**src/rtl/fi_pkg.sv**
```systemverilog
package fi_pkg;
    typedef enum logic {ST_IDLE, ST_BURST} fi_state_e;

    localparam logic [3:0] REG_MASK_LO  = 4'd0;
    localparam logic [3:0] REG_MASK_HI  = 4'd1;
    localparam logic [3:0] REG_MATCH_LO = 4'd2;
    localparam logic [3:0] REG_MATCH_HI = 4'd3;
    localparam logic [3:0] REG_CTRL     = 4'd4;
    localparam int         REG_CH_BASE  = 5;
    localparam int         REG_CH_SPAN  = 4;
endpackage

```
**src/rtl/fi_addr_cmp.sv**
```systemverilog
module fi_addr_cmp #(
    parameter int ADDR_W = 38
) (
    input  logic [ADDR_W-1:0] addr,
    input  logic [ADDR_W-1:0] mask,
    input  logic [ADDR_W-1:0] match,
    output logic              hit
);
    // a set mask bit removes that address bit from the compare
    assign hit = ~|((addr ^ match) & ~mask);
endmodule

```
**src/rtl/fi_cfg_regs.sv**
```systemverilog
module fi_cfg_regs
    import fi_pkg::*;
#(
    parameter int ADDR_W = 38,
    parameter int DATA_W = 72,
    parameter int NCH    = 2,
    parameter int MAXB   = 16
) (
    input  logic                          clk,
    input  logic                          rst_n,
    input  logic                          wr_ok,
    input  logic [3:0]                    waddr,
    input  logic [31:0]                   wdata,
    output logic [ADDR_W-1:0]             mask,
    output logic [ADDR_W-1:0]             match,
    output logic                          en,
    output logic                          persist,
    output logic                          rearm,
    output logic                          ctrl_wr,
    output logic [NCH-1:0][MAXB-1:0]      sel,
    output logic [NCH-1:0][DATA_W-1:0]    pat
);
    localparam int HI_W = ADDR_W - 32;

    logic [31:0]     mask_lo, match_lo;
    logic [HI_W-1:0] mask_hi, match_hi;

    always_ff @(posedge clk) begin
        if (!rst_n) begin
            mask_lo  <= '0;
            mask_hi  <= '0;
            match_lo <= '0;
            match_hi <= '0;
            en       <= 1'b0;
            persist  <= 1'b0;
        end else if (wr_ok) begin
            unique case (waddr)
                REG_MASK_LO:  mask_lo  <= wdata;
                REG_MASK_HI:  mask_hi  <= wdata[HI_W-1:0];
                REG_MATCH_LO: match_lo <= wdata;
                REG_MATCH_HI: match_hi <= wdata[HI_W-1:0];
                REG_CTRL:     {persist, en} <= wdata[1:0];
                default: ;
            endcase
        end
    end

    assign mask    = {mask_hi, mask_lo};
    assign match   = {match_hi, match_lo};
    assign ctrl_wr = wr_ok && (waddr == REG_CTRL);
    assign rearm   = ctrl_wr && wdata[0] && !en;

    for (genvar c = 0; c < NCH; c++) begin : g_chan
        localparam logic [3:0] BASE = 4'(REG_CH_BASE + REG_CH_SPAN * c);
        logic [MAXB-1:0] sel_q;
        logic [31:0]     wa_q, wb_q;
        logic [7:0]      wc_q;
        logic [63:0]     wide;

        always_ff @(posedge clk) begin
            if (!rst_n) begin
                sel_q <= '0;
                wa_q  <= '0;
                wb_q  <= '0;
                wc_q  <= '0;
            end else if (wr_ok) begin
                if (waddr == BASE)        sel_q <= wdata[MAXB-1:0];
                if (waddr == BASE + 4'd1) wa_q  <= wdata;
                if (waddr == BASE + 4'd2) wb_q  <= wdata;
                if (waddr == BASE + 4'd3) wc_q  <= wdata[7:0];
            end
        end

        assign wide   = {wb_q, wa_q};
        assign sel[c] = sel_q;
        // check-lane word always lands on the top 8 lanes of the bus
        assign pat[c] = {wc_q, wide[DATA_W-9:0]};
    end
endmodule

```
**src/rtl/fi_burst_fsm.sv**
```systemverilog
module fi_burst_fsm
    import fi_pkg::*;
#(
    parameter int MAXB        = 16,
    parameter int SHORT_BEATS = 8,
    parameter int CH_W        = 1,
    localparam int BW         = $clog2(MAXB)
) (
    input  logic            clk,
    input  logic            rst_n,
    input  logic            vld,
    input  logic            sob,
    input  logic            len_long,
    input  logic            qual,
    input  logic            persist,
    input  logic            rearm,
    input  logic            ctrl_wr,
    input  logic [CH_W-1:0] chan_in,
    output logic            idle,
    output logic [BW-1:0]   beat,
    output logic            inj,
    output logic [CH_W-1:0] chan_cur,
    output logic            fired,
    output logic            armed
);
    fi_state_e       state_q, state_d;
    logic [BW-1:0]   cnt_q, last_q;
    logic            hit_q;
    logic [CH_W-1:0] chan_q;
    logic            start, hit_now;

    assign idle    = (state_q == ST_IDLE);
    assign start   = idle && vld && sob;
    assign hit_now = start && qual && (persist || armed);

    always_ff @(posedge clk) begin
        if (!rst_n) state_q <= ST_IDLE;
        else        state_q <= state_d;
    end

    always_comb begin
        state_d  = state_q;
        beat     = cnt_q;
        inj      = hit_q;
        chan_cur = chan_q;
        unique case (state_q)
            ST_IDLE: begin
                beat     = '0;
                inj      = hit_now;
                chan_cur = chan_in;
                if (vld && sob) state_d = ST_BURST;
            end
            ST_BURST: begin
                if (vld && (cnt_q == last_q)) state_d = ST_IDLE;
            end
            default: state_d = ST_IDLE;
        endcase
    end

    always_ff @(posedge clk) begin
        if (!rst_n) begin
            cnt_q  <= '0;
            last_q <= '0;
            hit_q  <= 1'b0;
            chan_q <= '0;
        end else if (start) begin
            cnt_q  <= BW'(1);
            last_q <= len_long ? BW'(MAXB - 1) : BW'(SHORT_BEATS - 1);
            hit_q  <= hit_now;
            chan_q <= chan_in;
        end else if (!idle && vld) begin
            cnt_q  <= cnt_q + BW'(1);
        end
    end

    always_ff @(posedge clk) begin
        if (!rst_n) begin
            armed <= 1'b0;
            fired <= 1'b0;
        end else begin
            if (rearm)                    armed <= 1'b1;
            else if (hit_now && !persist) armed <= 1'b0;
            if (ctrl_wr)                  fired <= 1'b0;
            else if (hit_now)             fired <= 1'b1;
        end
    end
endmodule

```
**src/rtl/wdata_fault_inject.sv**
```systemverilog
module wdata_fault_inject
    import fi_pkg::*;
#(
    parameter int DATA_W      = 72,
    parameter int ROW_W       = 18,
    parameter int COL_W       = 10,
    parameter int BANK_W      = 2,
    parameter int BG_W        = 2,
    parameter int RANK_W      = 2,
    parameter int LRANK_W     = 3,
    parameter int SUB_W       = 1,
    parameter int NCH         = 2,
    parameter int LONG_BEATS  = 16,
    parameter int SHORT_BEATS = 8,
    localparam int ADDR_W     = ROW_W + COL_W + BANK_W + BG_W + RANK_W + LRANK_W + SUB_W,
    localparam int CH_W       = (NCH > 1) ? $clog2(NCH) : 1,
    localparam int BW         = $clog2(LONG_BEATS)
) (
    input  logic               clk,
    input  logic               rst_n,
    input  logic               cfg_we,
    input  logic [3:0]         cfg_addr,
    input  logic [31:0]        cfg_wdata,
    input  logic               txn_sob,
    input  logic [ROW_W-1:0]   txn_row,
    input  logic [COL_W-1:0]   txn_col,
    input  logic [BANK_W-1:0]  txn_bank,
    input  logic [BG_W-1:0]    txn_bg,
    input  logic [RANK_W-1:0]  txn_rank,
    input  logic [LRANK_W-1:0] txn_lrank,
    input  logic [SUB_W-1:0]   txn_sub,
    input  logic               txn_scrub,
    input  logic               txn_len16,
    input  logic [CH_W-1:0]    txn_chan,
    input  logic               din_vld,
    input  logic [DATA_W-1:0]  din,
    output logic               dout_vld,
    output logic [DATA_W-1:0]  dout,
    output logic               fired
);
    logic [ADDR_W-1:0]                 addr, mask, match;
    logic                              en, persist, rearm, ctrl_wr, addr_hit, qual;
    logic                              idle, inj, armed, cfg_ok;
    logic [BW-1:0]                     beat;
    logic [CH_W-1:0]                   chan_cur;
    logic [NCH-1:0][LONG_BEATS-1:0]    sel;
    logic [NCH-1:0][DATA_W-1:0]        pat;
    logic [DATA_W-1:0]                 flip;

    assign addr   = {txn_sub, txn_lrank, txn_rank, txn_bg, txn_bank, txn_col, txn_row};
    assign cfg_ok = cfg_we && idle && !(din_vld && txn_sob);
    assign qual   = en && addr_hit && !txn_scrub;

    fi_cfg_regs #(
        .ADDR_W(ADDR_W), .DATA_W(DATA_W), .NCH(NCH), .MAXB(LONG_BEATS)
    ) u_regs (
        .clk(clk), .rst_n(rst_n), .wr_ok(cfg_ok), .waddr(cfg_addr), .wdata(cfg_wdata),
        .mask(mask), .match(match), .en(en), .persist(persist),
        .rearm(rearm), .ctrl_wr(ctrl_wr), .sel(sel), .pat(pat)
    );

    fi_addr_cmp #(.ADDR_W(ADDR_W)) u_cmp (
        .addr(addr), .mask(mask), .match(match), .hit(addr_hit)
    );

    fi_burst_fsm #(
        .MAXB(LONG_BEATS), .SHORT_BEATS(SHORT_BEATS), .CH_W(CH_W)
    ) u_fsm (
        .clk(clk), .rst_n(rst_n), .vld(din_vld), .sob(txn_sob), .len_long(txn_len16),
        .qual(qual), .persist(persist), .rearm(rearm), .ctrl_wr(ctrl_wr),
        .chan_in(txn_chan), .idle(idle), .beat(beat), .inj(inj),
        .chan_cur(chan_cur), .fired(fired), .armed(armed)
    );

    assign flip = (inj && sel[chan_cur][beat]) ? pat[chan_cur] : '0;

    always_ff @(posedge clk) begin
        if (!rst_n) begin
            dout_vld <= 1'b0;
            dout     <= '0;
        end else begin
            dout_vld <= din_vld;
            dout     <= din ^ flip;
        end
    end
endmodule

```
**config.mk**
```make
export PLATFORM = sky130hd
export DESIGN_NAME = wdata_fault_inject
export DESIGN_NICKNAME = d
export VERILOG_FILES = /design/src/rtl/fi_pkg.sv /design/src/rtl/fi_addr_cmp.sv /design/src/rtl/fi_cfg_regs.sv /design/src/rtl/fi_burst_fsm.sv /design/src/rtl/wdata_fault_inject.sv
export SDC_FILE = /design/constraint.sdc
export NUM_CORES = 1
export LEC_CHECK = 0
export ABC_AREA = 1
export BUFFER_PORTS_ARGS = -buffer_cell sky130_fd_sc_hd__buf_2
export CORE_MARGIN = 2
export CORE_UTILIZATION = 51
export DETAILED_ROUTE_END_ITERATION = 8
export GPL_ROUTABILITY_DRIVEN = 0
export MAX_ROUTING_LAYER = met4
export PLACE_DENSITY = 0.73
export SYNTH_ARGS = -nofsm -noshare
export SYNTH_HDL_FRONTEND = slang
export SYNTH_SLANG_ARGS = --single-unit
```
**constraint.sdc**
```tcl
create_clock -name clk -period 1.9 [get_ports clk]
set_input_delay 0.285 -clock clk [delete_from_list [all_inputs] [get_ports clk]]
set_output_delay 0.285 -clock clk [all_outputs]
set_load 0.02 [all_outputs]
```
==> flow_metrics.py <==
metrics = {
    "setup_path": {
        "end_kind": "register",
        "path_cells": "inv_8 > nand3_4 > nor2_1 > nand2_1 > nor2_1 > nand2_1 > nor2_4 > nand4_4 > buf_12 > nand2_8 > clkbuf_16 > nand3_2 > nand2_1 > inv_1 > nor2_1",
        "critPathTopFamily": "simple AND/OR/NAND/NOR gates",
        "cp.buffers_inverters": 4,
        "cp_data_arrival_time_ns": 2.51,
        "required_ns": 2.35,
        "critical_path.max_stage_delay_ns": 0.38,
        "criticalPathCategory": "reg2reg",
        "path_max_fanout": 7,
        "slowest_stage": "dfxtp_4",
        "start_kind": "register",
    },
    "cts": {
        "clk_latency_ns": 0.53,
        "cts_tree": "yes",
        "htreeDepth": 2,
        "root_buffer": "clkbuf_16",
        "numCtsBuffers": 38,
        "cts_hold_buf": 0,
        "cts_num_sinks": 338,
        "cts_buffer_depth": 3,
        "cts.reportedPaths.clkPinSlew_ns": 0.06,
    },
    "sta": {
        "fin_crit_sh_pct": 108,
        "period_needed_ns": 2.06,
        "fmax_mhz": 486,
        "final_max_slew_viol_count": 0,
        "hold_viol_final": 0,
        "slew_headroom_pct": 57.5,
        "finalWorstSetupSlack_ns": -0.156,
        "worst_slew_pin_slew_ns": 0.636,
        "setup_violations": 72,
        "finalClockSkew_ns": 0.0129,
        "rsz0062_at_grt": "yes",
    },
    "power": {
        "power.leakage_nw": 8.95,
        "p_per_area_nw_per_um2": 889,
        "peakVddDrop_mv": 0.653,
        "power_mw": 16.6,
    },
    "global_route": {
        "use_met2_pct": 43.0,
        "grt_pass1_wl_um": 67200,
        "antenna_found_initial": 1,
        "grtUsageMet3_pct": 4.91,
        "grt_pass1_vias": 13300,
        "grtUsageMet1_pct": 37.6,
        "overflow": 0,
        "grt_usage_pct": 28.1,
        "grt_start_max_net_pins": 72,
        "busiest_layer": "met2",
    },
    "drt": {
        "routedWlPerCell_um": 16.3,
        "dr.pass1.iters": 6,
        "viasPerCell": 5.43,
        "drt_wl_total_um": 44300,
        "first_iter_violations": 1500,
        "antenna_left": 0,
        "vias": 14800,
        "drc": 0,
    },
    "synth": {
        "ys_ff_latch": 338,
        "synthCells": 2091,
        "synth_cell_types": 29,
        "avgSynthCellArea_um2": 7.01,
        "synth.cell_area_um2": 14700,
        "synth-seq-area-share_pct": 46.2,
        "yosys_warnings": 0,
        "syn_nets": 2246,
    },
    "placement": {
        "place_ws_ns": -0.297,
        "dpl_cell_area_um2": 16400,
        "port_buffers": 227,
        "hpwlAfterDp_um": 27300,
    },
    "floorplan": {
        "boundaryPins": 228,
        "dieArea_um2": 30100,
        "die_w_um": 174,
        "dieHeight_um": 174,
        "coreArea_um2": 28500,
        "start_util_pct": 51.5,
        "fp-row-count": 62,
    },
    "status": {
        "violations": "setup timing",
        "outcome": "finished, violations left",
    },
    "final_layout": {
        "syn_to_final_growth_pct": 27.6,
        "nets": 2469,
        "design_area_um2": 18700,
        "fin_util_pct": 65.7,
        "drive_above_1_share_pct": 19.8,
    },
    "hold_path": {
        "min_path_type": "in2reg",
    },
    "job": {
        "max_cap_viol_count": 0,
    },
}
==> stage by stage <==
stage                     hold slack, ns  cells  TNS (ns)
after floorplan                    0.378   2091         0
after global placement             0.456   2622    -15.33
after detailed placement           0.455   2622    -16.84
after CTS                         0.0334   2708     -4.82
after global routing              0.0547   2728    -15.05
final                             0.0439   2728     -6.51
==> synth_stat cells, drive strengths merged <==
library cell	count	area share, %
a211oi	1	0.051
a21oi	270	9.2
a221oi	2	0.12
a31o	1	0.060
and3	1	0.043
buf	44	2.1
clkbuf	93	2.4
clkinv	2	0.051
dfxtp	338	46
ha	1	0.085
inv	238	6.1
nand2	490	13
nand3	123	4.3
nand3b	13	0.67
nand4	75	3.2
nor2	123	3.1
nor3	5	0.17
o21ai	262	8.9
or2	8	0.34
xor2	1	0.060
==> report_power, final <==
part	switching [mW]	internal [mW]	total, mW
clock network	2.98	4.76	7.73
registers	0.0761	7.27	7.34
logic	1.02	0.534	1.56
==> worst reg2reg max path: cells and delay by family (launching register included) <==
kind / cells / cell delay [ns]
AND/OR/NAND/NOR: 11 / 1.10
flip-flops: 1 / 0.38
buffers and inverters: 4 / 0.50
==> flip-flops by register name, indices dropped and copies added, names as in the netlist, 2 cells and up <==
signal	flops
u_regs.g_chan.sel_q	32
u_regs.match_lo	32
u_regs.mask_hi	6
dout	72
u_fsm.cnt_q	4
u_fsm.last_q	2
u_regs.g_chan.wa_q	64
u_regs.match_hi	6
u_regs.g_chan.wb_q	64
u_regs.mask_lo	32
u_regs.g_chan.wc_q	16
==> repair_timing <==
| item | 4_1_cts | 5_1_grt |
|---|---|---|
| pin swaps | 12 | 43 |
| gates cloned | 6 | 13 |
| setup endpoints to repair | 72 | 99 |
| buffers inserted | 11 | 7 |
| gates resized for setup | 43 | 50 |
==> kinds of logic after synthesis <==
group	count (synthesis)	synth area share, %
AO/OA/AOI/OAI	536	18.4
XOR/XNOR	1	0.0598
adder cells (fa/ha/maj)	1	0.0853
AND/OR/NAND/NOR	838	24.7
buffers and inverters	377	10.6
flip-flops	338	46.2
==> final timing paths <==
| path | startpoint | to | slack [ns] | cells after the start |
|---|---|---|---|---|
| worst max-delay path | u_fsm.state_q | dout[69] | -0.16 | 15 |
| worst min-delay path | txn_len16 | u_fsm.last_q[3] | 0.04 | 3 |
| worst max register to register | u_fsm.state_q | dout[69] | -0.16 | 15 |
| worst min register to register | u_fsm.armed | u_fsm.armed | 0.48 | 2 |
==> metal layers <==
metal | share of wire [%] | wire length (µm) | vias up
met5 | 0 | 0 | -
met4 | 3.1 | 1370 | 0
met3 | 8.1 | 3590 | 100
met2 | 46 | 20200 | 627
met1 | 43 | 19200 | 6818
li1 | - | - | 7266
==> area by class of cell <==
type                       count  area [µm²]
clock buffer                  56        1190
antenna                        1        2.50
multi-input combinational   1379        6730
tap                          384         480
timing repair buffer         317        2470
clock inverter                13         146
inverter                     240         911
sequential                   338        6770
fill                        2455        9760
==> layout by cell type, fill, tap and decap left out, types with 12 or more instances in the layout <==
| master | n |
|---|---|
| o21ai_0 | 262 |
| dfxtp_1 | 334 |
| clkbuf_8 | 12 |
| buf_2 | 226 |
| buf_12 | 29 |
| nand2_1 | 478 |
| inv_1 | 232 |
| a21oi_1 | 270 |
| clkbuf_16 | 49 |
| nor2_1 | 109 |
| nand3_1 | 90 |
| nand3_2 | 28 |
| nand4_1 | 74 |
| nand3b_1 | 13 |
| buf_4 | 36 |
Note: power is estimated with default switching activity, not from simulation.
